<file path="config.mk">
export PLATFORM = sky130hd
export DESIGN_NAME = commit_thread_sel
export DESIGN_NICKNAME = d
export VERILOG_FILES = /design/src/rtl/cts_pkg.sv /design/src/rtl/cts_rr_order.sv /design/src/rtl/cts_oldest_pick.sv /design/src/rtl/commit_thread_sel.sv
export SDC_FILE = /design/constraint.sdc
export NUM_CORES = 1
export LEC_CHECK = 0
export CORE_MARGIN = 2
export CORE_UTILIZATION = 59
export CTS_CLUSTER_DIAMETER = 50
export CTS_CLUSTER_SIZE = 28
export DETAILED_ROUTE_END_ITERATION = 12
export DONT_BUFFER_PORTS = 1
export PLACE_DENSITY = 0.79
export SETUP_SLACK_MARGIN = 0.2
export SYNTH_ARGS = -nofsm -noshare
export SYNTH_HDL_FRONTEND = slang
export SYNTH_HIERARCHICAL = 1
export SYNTH_SLANG_ARGS = --single-unit
</file>
<file path="constraint.sdc">
create_clock -name clk -period 25.6 [get_ports clk]
set_input_delay 5.12 -clock clk [delete_from_list [all_inputs] [get_ports clk]]
set_output_delay 5.12 -clock clk [all_outputs]
set_load 0.01 [all_outputs]
</file>
<file path="src/rtl/cts_pkg.sv">
package cts_pkg;
  typedef enum logic [2:0] {
    ST_RUN    = 3'd0,
    ST_IDLE   = 3'd1,
    ST_SQUASH = 3'd2,
    ST_TRAP   = 3'd3,
    ST_FTRAP  = 3'd4
  } thr_state_e;

  typedef enum logic [1:0] {
    POL_AGGR   = 2'd0,
    POL_RR     = 2'd1,
    POL_OLDEST = 2'd2,
    POL_ALT    = 2'd3
  } pol_e;

  localparam int ST_W = 3;

  function automatic logic rr_status_ok(input logic [ST_W-1:0] st);
    return (st == ST_RUN) || (st == ST_IDLE);
  endfunction

  function automatic logic old_status_ok(input logic [ST_W-1:0] st);
    return (st == ST_RUN) || (st == ST_IDLE) || (st == ST_FTRAP);
  endfunction
endpackage

</file>
<file path="src/rtl/cts_rr_order.sv">
module cts_rr_order #(
  parameter int NT = 4,
  parameter int TW = 2
) (
  input  logic          clk,
  input  logic          rst_n,
  input  logic [NT-1:0] elig,
  input  logic          advance,
  output logic          hit,
  output logic [TW-1:0] hit_tid
);
  logic [NT-1:0][TW-1:0] order_q, order_d;
  logic [TW-1:0]         hit_pos;
  logic                  upd_en;

  always_comb begin
    hit     = 1'b0;
    hit_pos = '0;
    hit_tid = '0;
    for (int p = 0; p < NT; p++) begin
      if (!hit && elig[order_q[p]]) begin
        hit     = 1'b1;
        hit_pos = TW'(p);
        hit_tid = order_q[p];
      end
    end
  end

  assign upd_en = advance && hit;

  always_comb begin
    order_d = order_q;
    for (int p = 0; p < NT; p++) begin
      if (p == NT - 1)
        order_d[p] = hit_tid;
      else if (TW'(p) >= hit_pos)
        order_d[p] = order_q[p+1];
    end
  end

  always_ff @(posedge clk or negedge rst_n) begin
    if (!rst_n) begin
      for (int p = 0; p < NT; p++) order_q[p] <= TW'(p);
    end else if (upd_en) begin
      order_q <= order_d;
    end
  end

  logic [NT-1:0] seen;
  always_comb begin
    seen = '0;
    for (int p = 0; p < NT; p++) seen[order_q[p]] = 1'b1;
  end

  assert_order_perm_R2: assert property (@(posedge clk) disable iff (!rst_n)
    seen == {NT{1'b1}});
  assert_hit_eligible_R3: assert property (@(posedge clk) disable iff (!rst_n)
    hit |-> elig[hit_tid]);
  assert_moved_back_R4: assert property (@(posedge clk) disable iff (!rst_n)
    (advance && hit) |=> order_q[NT-1] == $past(hit_tid));
  assert_hold_R5: assert property (@(posedge clk) disable iff (!rst_n)
    !(advance && hit) |=> $stable(order_q));
endmodule

</file>
<file path="src/rtl/cts_oldest_pick.sv">
module cts_oldest_pick #(
  parameter int NT = 4,
  parameter int TW = 2,
  parameter int SW = 16
) (
  input  logic [NT-1:0]         elig,
  input  logic [NT-1:0][SW-1:0] seq,
  output logic                  hit,
  output logic [TW-1:0]         hit_tid
);
  logic [SW-1:0] best_seq;

  always_comb begin
    hit      = 1'b0;
    hit_tid  = '0;
    best_seq = '0;
    for (int t = 0; t < NT; t++) begin
      if (elig[t] && (!hit || seq[t] < best_seq)) begin
        hit      = 1'b1;
        hit_tid  = TW'(t);
        best_seq = seq[t];
      end
    end
  end
endmodule

</file>
<file path="src/rtl/commit_thread_sel.sv">
module commit_thread_sel #(
  parameter int NUM_THREADS = 4,
  parameter int SEQ_W       = 16,
  localparam int TID_W      = (NUM_THREADS > 1) ? $clog2(NUM_THREADS) : 1
) (
  input  logic                           clk,
  input  logic                           rst_n,
  input  logic [1:0]                     policy,
  input  logic [3*NUM_THREADS-1:0]       thr_status,
  input  logic [NUM_THREADS-1:0]         thr_empty,
  input  logic [NUM_THREADS-1:0]         thr_ready,
  input  logic [SEQ_W*NUM_THREADS-1:0]   thr_seq,
  input  logic                           sel_take,
  output logic                           sel_valid,
  output logic [TID_W-1:0]               sel_tid
);
  import cts_pkg::*;

  localparam int NT = NUM_THREADS;

  logic [NT-1:0][ST_W-1:0]  st_arr;
  logic [NT-1:0][SEQ_W-1:0] seq_arr;
  logic [NT-1:0]            rr_elig, old_elig;
  logic                     rr_mode;

  assign st_arr  = thr_status;
  assign seq_arr = thr_seq;
  assign rr_mode = (pol_e'(policy) == POL_RR);

  always_comb begin
    for (int t = 0; t < NT; t++) begin
      rr_elig[t]  = rr_status_ok(st_arr[t]) && thr_ready[t];
      old_elig[t] = old_status_ok(st_arr[t]) && thr_ready[t] && !thr_empty[t];
    end
  end

  generate
    if (NT == 1) begin : g_single
      assign sel_valid = old_status_ok(st_arr[0]);
      assign sel_tid   = '0;

      assert_single_R9: assert property (@(posedge clk) disable iff (!rst_n)
        sel_valid == ((thr_status[2:0] == 3'd0) || (thr_status[2:0] == 3'd1) ||
                      (thr_status[2:0] == 3'd4)));
    end else begin : g_multi
      logic             rr_hit, old_hit;
      logic [TID_W-1:0] rr_tid, old_tid;

      cts_rr_order #(.NT(NT), .TW(TID_W)) u_rr (
        .clk     (clk),
        .rst_n   (rst_n),
        .elig    (rr_elig),
        .advance (rr_mode && sel_take),
        .hit     (rr_hit),
        .hit_tid (rr_tid)
      );

      cts_oldest_pick #(.NT(NT), .TW(TID_W), .SW(SEQ_W)) u_old (
        .elig    (old_elig),
        .seq     (seq_arr),
        .hit     (old_hit),
        .hit_tid (old_tid)
      );

      always_comb begin
        if (rr_mode) begin
          sel_valid = rr_hit;
          sel_tid   = rr_hit ? rr_tid : '0;
        end else begin
          sel_valid = old_hit;
          sel_tid   = old_hit ? old_tid : '0;
        end
      end

      logic older_exists;
      always_comb begin
        older_exists = 1'b0;
        for (int t = 0; t < NT; t++) begin
          if (old_elig[t] && (seq_arr[t] < seq_arr[sel_tid] ||
              (seq_arr[t] == seq_arr[sel_tid] && TID_W'(t) < sel_tid)))
            older_exists = 1'b1;
        end
      end

      assert_oldest_R7: assert property (@(posedge clk) disable iff (!rst_n)
        (sel_valid && !rr_mode) |-> !older_exists);
      assert_old_elig_R6: assert property (@(posedge clk) disable iff (!rst_n)
        (sel_valid && !rr_mode) |-> old_elig[sel_tid]);
      assert_none_R8: assert property (@(posedge clk) disable iff (!rst_n)
        !sel_valid |-> sel_tid == '0);
      assert_anyvalid_R8: assert property (@(posedge clk) disable iff (!rst_n)
        sel_valid == (rr_mode ? (|rr_elig) : (|old_elig)));
    end
  endgenerate
endmodule

</file>
# After elaboration in Yosys (flattened, before gate mapping)
# Index checks and enable logic that the tools add are counted.
[word_totals]
register_bits = 8
in_bits = 89
[classes]
eq_ne = 9
n_reduce_logical = 48
order_cmp = 10
n_mux = 33
[ops]
columns = ["operator", "count"]
rows = [
  ["16-bit less-than comparator", 3],
  ["16-bit 2-to-1 mux", 3],
  ["2-bit 2-to-1 mux", 11],
  ["1-bit logical AND", 20],
  ["1-bit 2-to-1 mux", 15],
  ["3-bit by 1-bit equality test with 1-bit output (second input constant)", 4],
  ["3-bit equality test (second input constant)", 4],
  ["3-bit zero test", 4],
  ["2-bit by 3-bit less-than comparator with 1-bit output (second input constant)", 4],
  ["1-bit logical OR", 11],
  ["1-bit zero test", 10],
  ["1-bit binary-select mux with 2-bit select", 4],
  ["2-bit AND reduction", 3],
  ["1-bit by 2-bit greater-or-equal comparator with 1-bit output (first input constant)", 2],
  ["2-bit by 1-bit equality test with 1-bit output (second input constant)", 1],
  ["2-bit greater-or-equal comparator (first input constant)", 1],
]

# Logic depth before layout (Yosys ltp)
[logic_depth]
depth_word = 20
mapped_depth = 33
mapped_depth_nobuf = 29

# By module
# Netlist, hierarchy kept.
[by_module_without_submodules]
columns = ["mod", "area_each_um2", "n_inst", "cells_each"]
rows = [
  ["cts_oldest_pick", 1619.1, 1, 226],
  ["cts_rr_order", 536.8, 1, 43],
  ["commit_thread_sel", 141.4, 1, 22],
]

# Least setup slack after synthesis
# Ideal clock, no wire load.
[synth_timing]
kind = "input-to-output"
startpoint = "input port thr_status[1]"
endpoint = "output port sel_tid[1]"
t_required_ps = 20480
cell_stages = 32
arrival_time_ps = 10988
path_slack_ps = 9492
cell_sequence = "nand2b_1 a211oi_1 buf_4 clkbuf_1 nand2_1 ha_1 a21o_1 a221o_1 a22oi_2 a21bo_2 nand2_1 buf_2 a21oi_1 inv_1 ha_1 o21ai_2 or4_1 nand2b_1 and3_1 inv_1 o21ai_4 buf_6 mux2i_1 ha_1 nand3_1 o211ai_1 or4_1 a211oi_1 o21ai_0 nand4_1 nand2_1 mux2i_1"
[synth_via]
elab_chain_len = 20
word_cells_on_any_way = 54
cone_classes = "order compare: 3; eq/ne: 2; mux: 28; reduce/logical: 21"
[synth_lines]
columns = ["item", "line_no", "text"]
rows = [
  ["start, declared", "commit_thread_sel.sv:9", "input logic [3*NUM_THREADS-1:0] thr_status,"],
  ["3-bit by 1-bit equality test with 1-bit output / 3-bit zero test (equally long branches)", "cts_pkg.sv:24", "return (st == ST_RUN) || (st == ST_IDLE) || (st == ST_FTRAP);"],
  ["1-bit logical OR", "cts_pkg.sv:24", ""],
  ["1-bit logical OR (*)", "cts_pkg.sv:24", ""],
  ["1-bit logical AND (*) (2 in series)", "commit_thread_sel.sv:33", "old_elig[t] = old_status_ok(st_arr[t]) && thr_ready[t] && !thr_empty[t];"],
  ["via old_elig[0]", "commit_thread_sel.sv:23", "logic [NT-1:0] rr_elig, old_elig;"],
  ["16-bit 2-to-1 mux / 1-bit 2-to-1 mux (equally long branches)", "cts_oldest_pick.sv:18", "if (elig[t] && (!hit || seq[t] < best_seq)) begin"],
  ["16-bit less-than comparator / 1-bit zero test (equally long branches)", "cts_oldest_pick.sv:18", ""],
  ["1-bit logical OR", "cts_oldest_pick.sv:18", ""],
  ["[5 not listed]", "--", ""],
  ["16-bit 2-to-1 mux / 1-bit 2-to-1 mux (equally long branches)", "cts_oldest_pick.sv:18", ""],
  ["16-bit less-than comparator / 1-bit zero test (equally long branches)", "cts_oldest_pick.sv:18", ""],
  ["1-bit logical OR", "cts_oldest_pick.sv:18", ""],
  ["1-bit logical AND", "cts_oldest_pick.sv:18", ""],
  ["2-bit 2-to-1 mux (*)", "cts_oldest_pick.sv:18", ""],
  ["via g_multi.old_tid[1]", "commit_thread_sel.sv:47", "logic [TID_W-1:0] rr_tid, old_tid;"],
  ["2-bit 2-to-1 mux (*)", "commit_thread_sel.sv:71", "sel_tid = old_hit ? old_tid : '0;"],
  ["2-bit 2-to-1 mux (*)", "commit_thread_sel.sv:66", "if (rr_mode) begin"],
  ["end, declared", "commit_thread_sel.sv:15", "output logic [TID_W-1:0] sel_tid"],
]
# Mark *: on every way through the listed nets, which the timed path passes. The rest lies on a longest branch. The select of a mux whose other input is x is not followed.

# Worst setup path after layout
# Same ends and word-level chain as after synthesis.

==> results.sh <==
export IMPL_top_register="g_multi.u_rr/order_q"
export IMPL_totalWireLength_um=5480
export IMPL_synth_distinct_cells=47
export IMPL_power_mw=0.0808
export IMPL_cts_resized=0
export IMPL_track_usage=0.264
export IMPL_synth_seq_cells=8
export IMPL_synthTopCellsByArea="ha_1 25%, mux2i_1 8.3%, a21oi_1 6.8%"
export IMPL_crit_slowest_cell="o21ai_4"
export IMPL_dp_hpwl_um=4750
export IMPL_dr_pass1_iters=4
export IMPL_drtIter0Drc=94
export IMPL_critPathMaxFanout=37
export IMPL_port_buffers=0
export IMPL_tns_ps=0
export IMPL_cts_hold_repair_buffers=0
export IMPL_largest_reg_flops=8
export IMPL_gp_congestion=0.802
export IMPL_drc=0
export IMPL_comb_power_share=0.500
export IMPL_die_y_um=66.4
export IMPL_grt_pass1_vias=2130
export IMPL_viasPerCell=6.59
export IMPL_wl_per_cell_um=16.2
export IMPL_wl_met3_um=541
export IMPL_fillers=320
export IMPL_postCtsSetupBuffers=0
export IMPL_worstSetupEndpointType="output pin"
export IMPL_die_w_um=66.4
export IMPL_routed_top_layer="met4"
export IMPL_yosys_warnings=6
export IMPL_drtAntennaViolNets=0
export IMPL_regArea_um2=205
export IMPL_cts_tree="yes"
export IMPL_met1_length_um=2330
export IMPL_slew_violations=0
export IMPL_clkPwrFrac=0.195
export IMPL_clk_pin_slew_worst_paths_ps=40
export IMPL_critical_path_top_delay_family="compound AO/OA/AOI/OAI gates"
export IMPL_cp_start_kind="input pin"
export IMPL_outcome="complete, no violations"
export IMPL_overflow=0
export IMPL_ys_seq_area_frac=0.0893
export IMPL_critPathMostFrequentCell="a21oi_1"
export IMPL_diodes=0
export IMPL_finalSetupViolCount=0
export IMPL_rsz0062_at_grt="false"
export IMPL_fin_area_um2=2380
export IMPL_placed_cell_area_um2=2340
export IMPL_seqPwrFrac=0.305
export IMPL_power_leakage_nw=0.869
export IMPL_final_hold_violation_count=0
export IMPL_async_reset_ff_frac=1.00
export IMPL_dr_wl_met2_um=2530
export IMPL_synth_top_area_frac=0.245
export IMPL_skew_ps=1.32
export IMPL_p_switching_mw=0.0306
export IMPL_multi_input_area_um2=1990
export IMPL_htreeDepth=1
export IMPL_synth_main_ff_cell="dfstp_2"
export IMPL_timing_final_crit_period_ps=17130
export IMPL_worstPathRequired_ps=20480
export IMPL_grt_max_degree=38
export IMPL_numClockSinks=8
export IMPL_area_growth_pct=3.76
export IMPL_fp_row_count=22
export IMPL_num_vias=2222
export IMPL_numCtsBuffers=3
export IMPL_antenna_found_initial=0
export IMPL_powerDensity_nw_per_um2=33.9
export IMPL_boundaryPins=92
export IMPL_root_buffer="clkbuf_8"
export IMPL_fp_coreArea_um2=3720
export IMPL_final_period_utilization=0.669
export IMPL_power_internal_mw=0.0503
export IMPL_worst_slew_pin_slew_ps=882
export IMPL_clock_path_buffers=2
export IMPL_grt_pass1_wl_um=9150
export IMPL_cp_arrival_ps=12010
export IMPL_syn_inst=291
export IMPL_synth_enable_flop_cells=0
export IMPL_final_nets=424
export IMPL_synth_avg_cell_area_um2=7.89
export IMPL_timing_slew_headroom=0.409
export IMPL_synth_area_um2=2300
export IMPL_hp_class="register to register"
export IMPL_ir_worst_vdd_uv=49.7
export IMPL_swShare=0.378
export IMPL_path_class="input pin to output pin"
export IMPL_dieArea_um2=4410
export IMPL_yosysTopAreaCell="ha_1"
export IMPL_clk_latency_ps=230
export IMPL_cap_violations=0
export IMPL_drive_above_1_share=0.111
export IMPL_slowest_delay_ps=530
export IMPL_start_util=0.618
export IMPL_max_freq_mhz=58.4
export IMPL_worst_path_buf_inv=3
export IMPL_top_regs="g_multi.u_rr/order_q: 8 flops"
export IMPL_syn_num_nets=425
==> layout make-up <==
class                      instances  share of cell area
multi-input combinational        256               0.835
tap                               48              0.0252
timing repair buffer               1             0.00315
clock buffer                       4              0.0189
sequential                         8              0.0861
inverter                          20              0.0315
==> power groups by stage <==
stage                     combinational (mW)  sequential, mW  clock, mW
final                                 0.0404          0.0246     0.0158
after CTS                             0.0405          0.0246     0.0163
after global placement                0.0393          0.0243          0
after detailed placement              0.0403          0.0247          0
after global routing                  0.0460          0.0257     0.0172
after floorplan                       0.0336          0.0231          0
==> path summary, 6_finish.rpt <==
| kind | start | endpoint | depth (start not counted) | slack, ps |
|---|---|---|---|---|
| min in group asynchronous | rst_n | g_multi.u_rr/order_q[0]$_DFFE_PN0P_ | 0 | 4580 |
| worst max-delay path | thr_status[1] | sel_tid[1] | 29 | 8470 |
| worst min-delay path | g_multi.u_rr/order_q[6]$_DFFE_PN1P_ | g_multi.u_rr/order_q[6]$_DFFE_PN1P_ | 2 | 520 |
| worst max register to register | g_multi.u_rr/order_q[2]$_DFFE_PN1P_ | g_multi.u_rr/order_q[4]$_DFFE_PN0P_ | 4 | 23510 |
| max in group asynchronous | rst_n | g_multi.u_rr/order_q[7]$_DFFE_PN1P_ | 0 | 20850 |
| worst min register to register | g_multi.u_rr/order_q[6]$_DFFE_PN1P_ | g_multi.u_rr/order_q[6]$_DFFE_PN1P_ | 2 | 520 |
==> cells by family (layout without fill, tap and decap cells) <==
group,count (synthesis),in the layout,synth area share
adders and majority gates,45,45,0.245
muxes,31,31,0.163
buffers and inverters,27,25,0.0496
DFF,8,8,0.0893
and+or+nand+nor,96,96,0.212
AOI/OAI and AO/OA,84,84,0.241
==> placed cells by master (no fill, tap or decap), types with 2 or more instances in the layout <==
cell        n
nor4b_1     2
a31oi_1    15
a21oi_1    31
dfrtp_1     4
nor2_1     13
o21ai_4     2
ha_1       45
clkbuf_8    3
nand4_1     6
a211oi_1    7
o21ai_0    11
mux2i_1    19
nand3_1     5
nor4_1      3
dfstp_2     4
o211ai_1    2
mux2_2      7
mux4_2      4
nor3_1      5
a21o_1      3
nand2_1    40
and3_1      2
nand2b_1    6
and2_1      3
o21ai_2     2
or4_1       3
inv_1      20
a2111oi_0   3
==> metrics by stage <==
stage	util	setup slack [ps]	hold WS, ps	std cells
floorplan	-	9490	471	291
global placement	0.629	8770	497	333
detailed placement	0.629	8520	519	333
CTS	0.641	8500	526	337
global route	0.641	7870	549	337
finish	0.641	8470	525	337
==> cell usage after synthesis (3+ instances only) <==
master / instances
a2111oi_0: 3
a211oi_1: 8
a21o_1: 3
a21oi_1: 31
a31oi_1: 15
and2_1: 3
clkbuf_1: 4
dfrtp_1: 4
dfstp_2: 4
ha_1: 45
inv_1: 20
mux2_2: 7
mux2i_1: 19
mux4_2: 4
nand2_1: 40
nand2b_1: 6
nand3_1: 5
nand4_1: 6
nor2_1: 13
nor3_1: 5
nor4_1: 3
o21ai_0: 11
or4_1: 3
==> tightest hold or removal path: cells and delay by family (launching register included) <==
kind	cells	cell delay (ps)
flip-flops	1	380
multiplexers	1	70
buffers and inverters	1	50
==> routing by layer <==
metal | track usage | vias up
met3 | 0.0596 | 8
met5 | 0 | -
met2 | 0.443 | 95
li1 | - | 1118
met1 | 0.332 | 1001
met4 | 0.0867 | 0
Note: power is estimated with default switching activity, not from simulation.
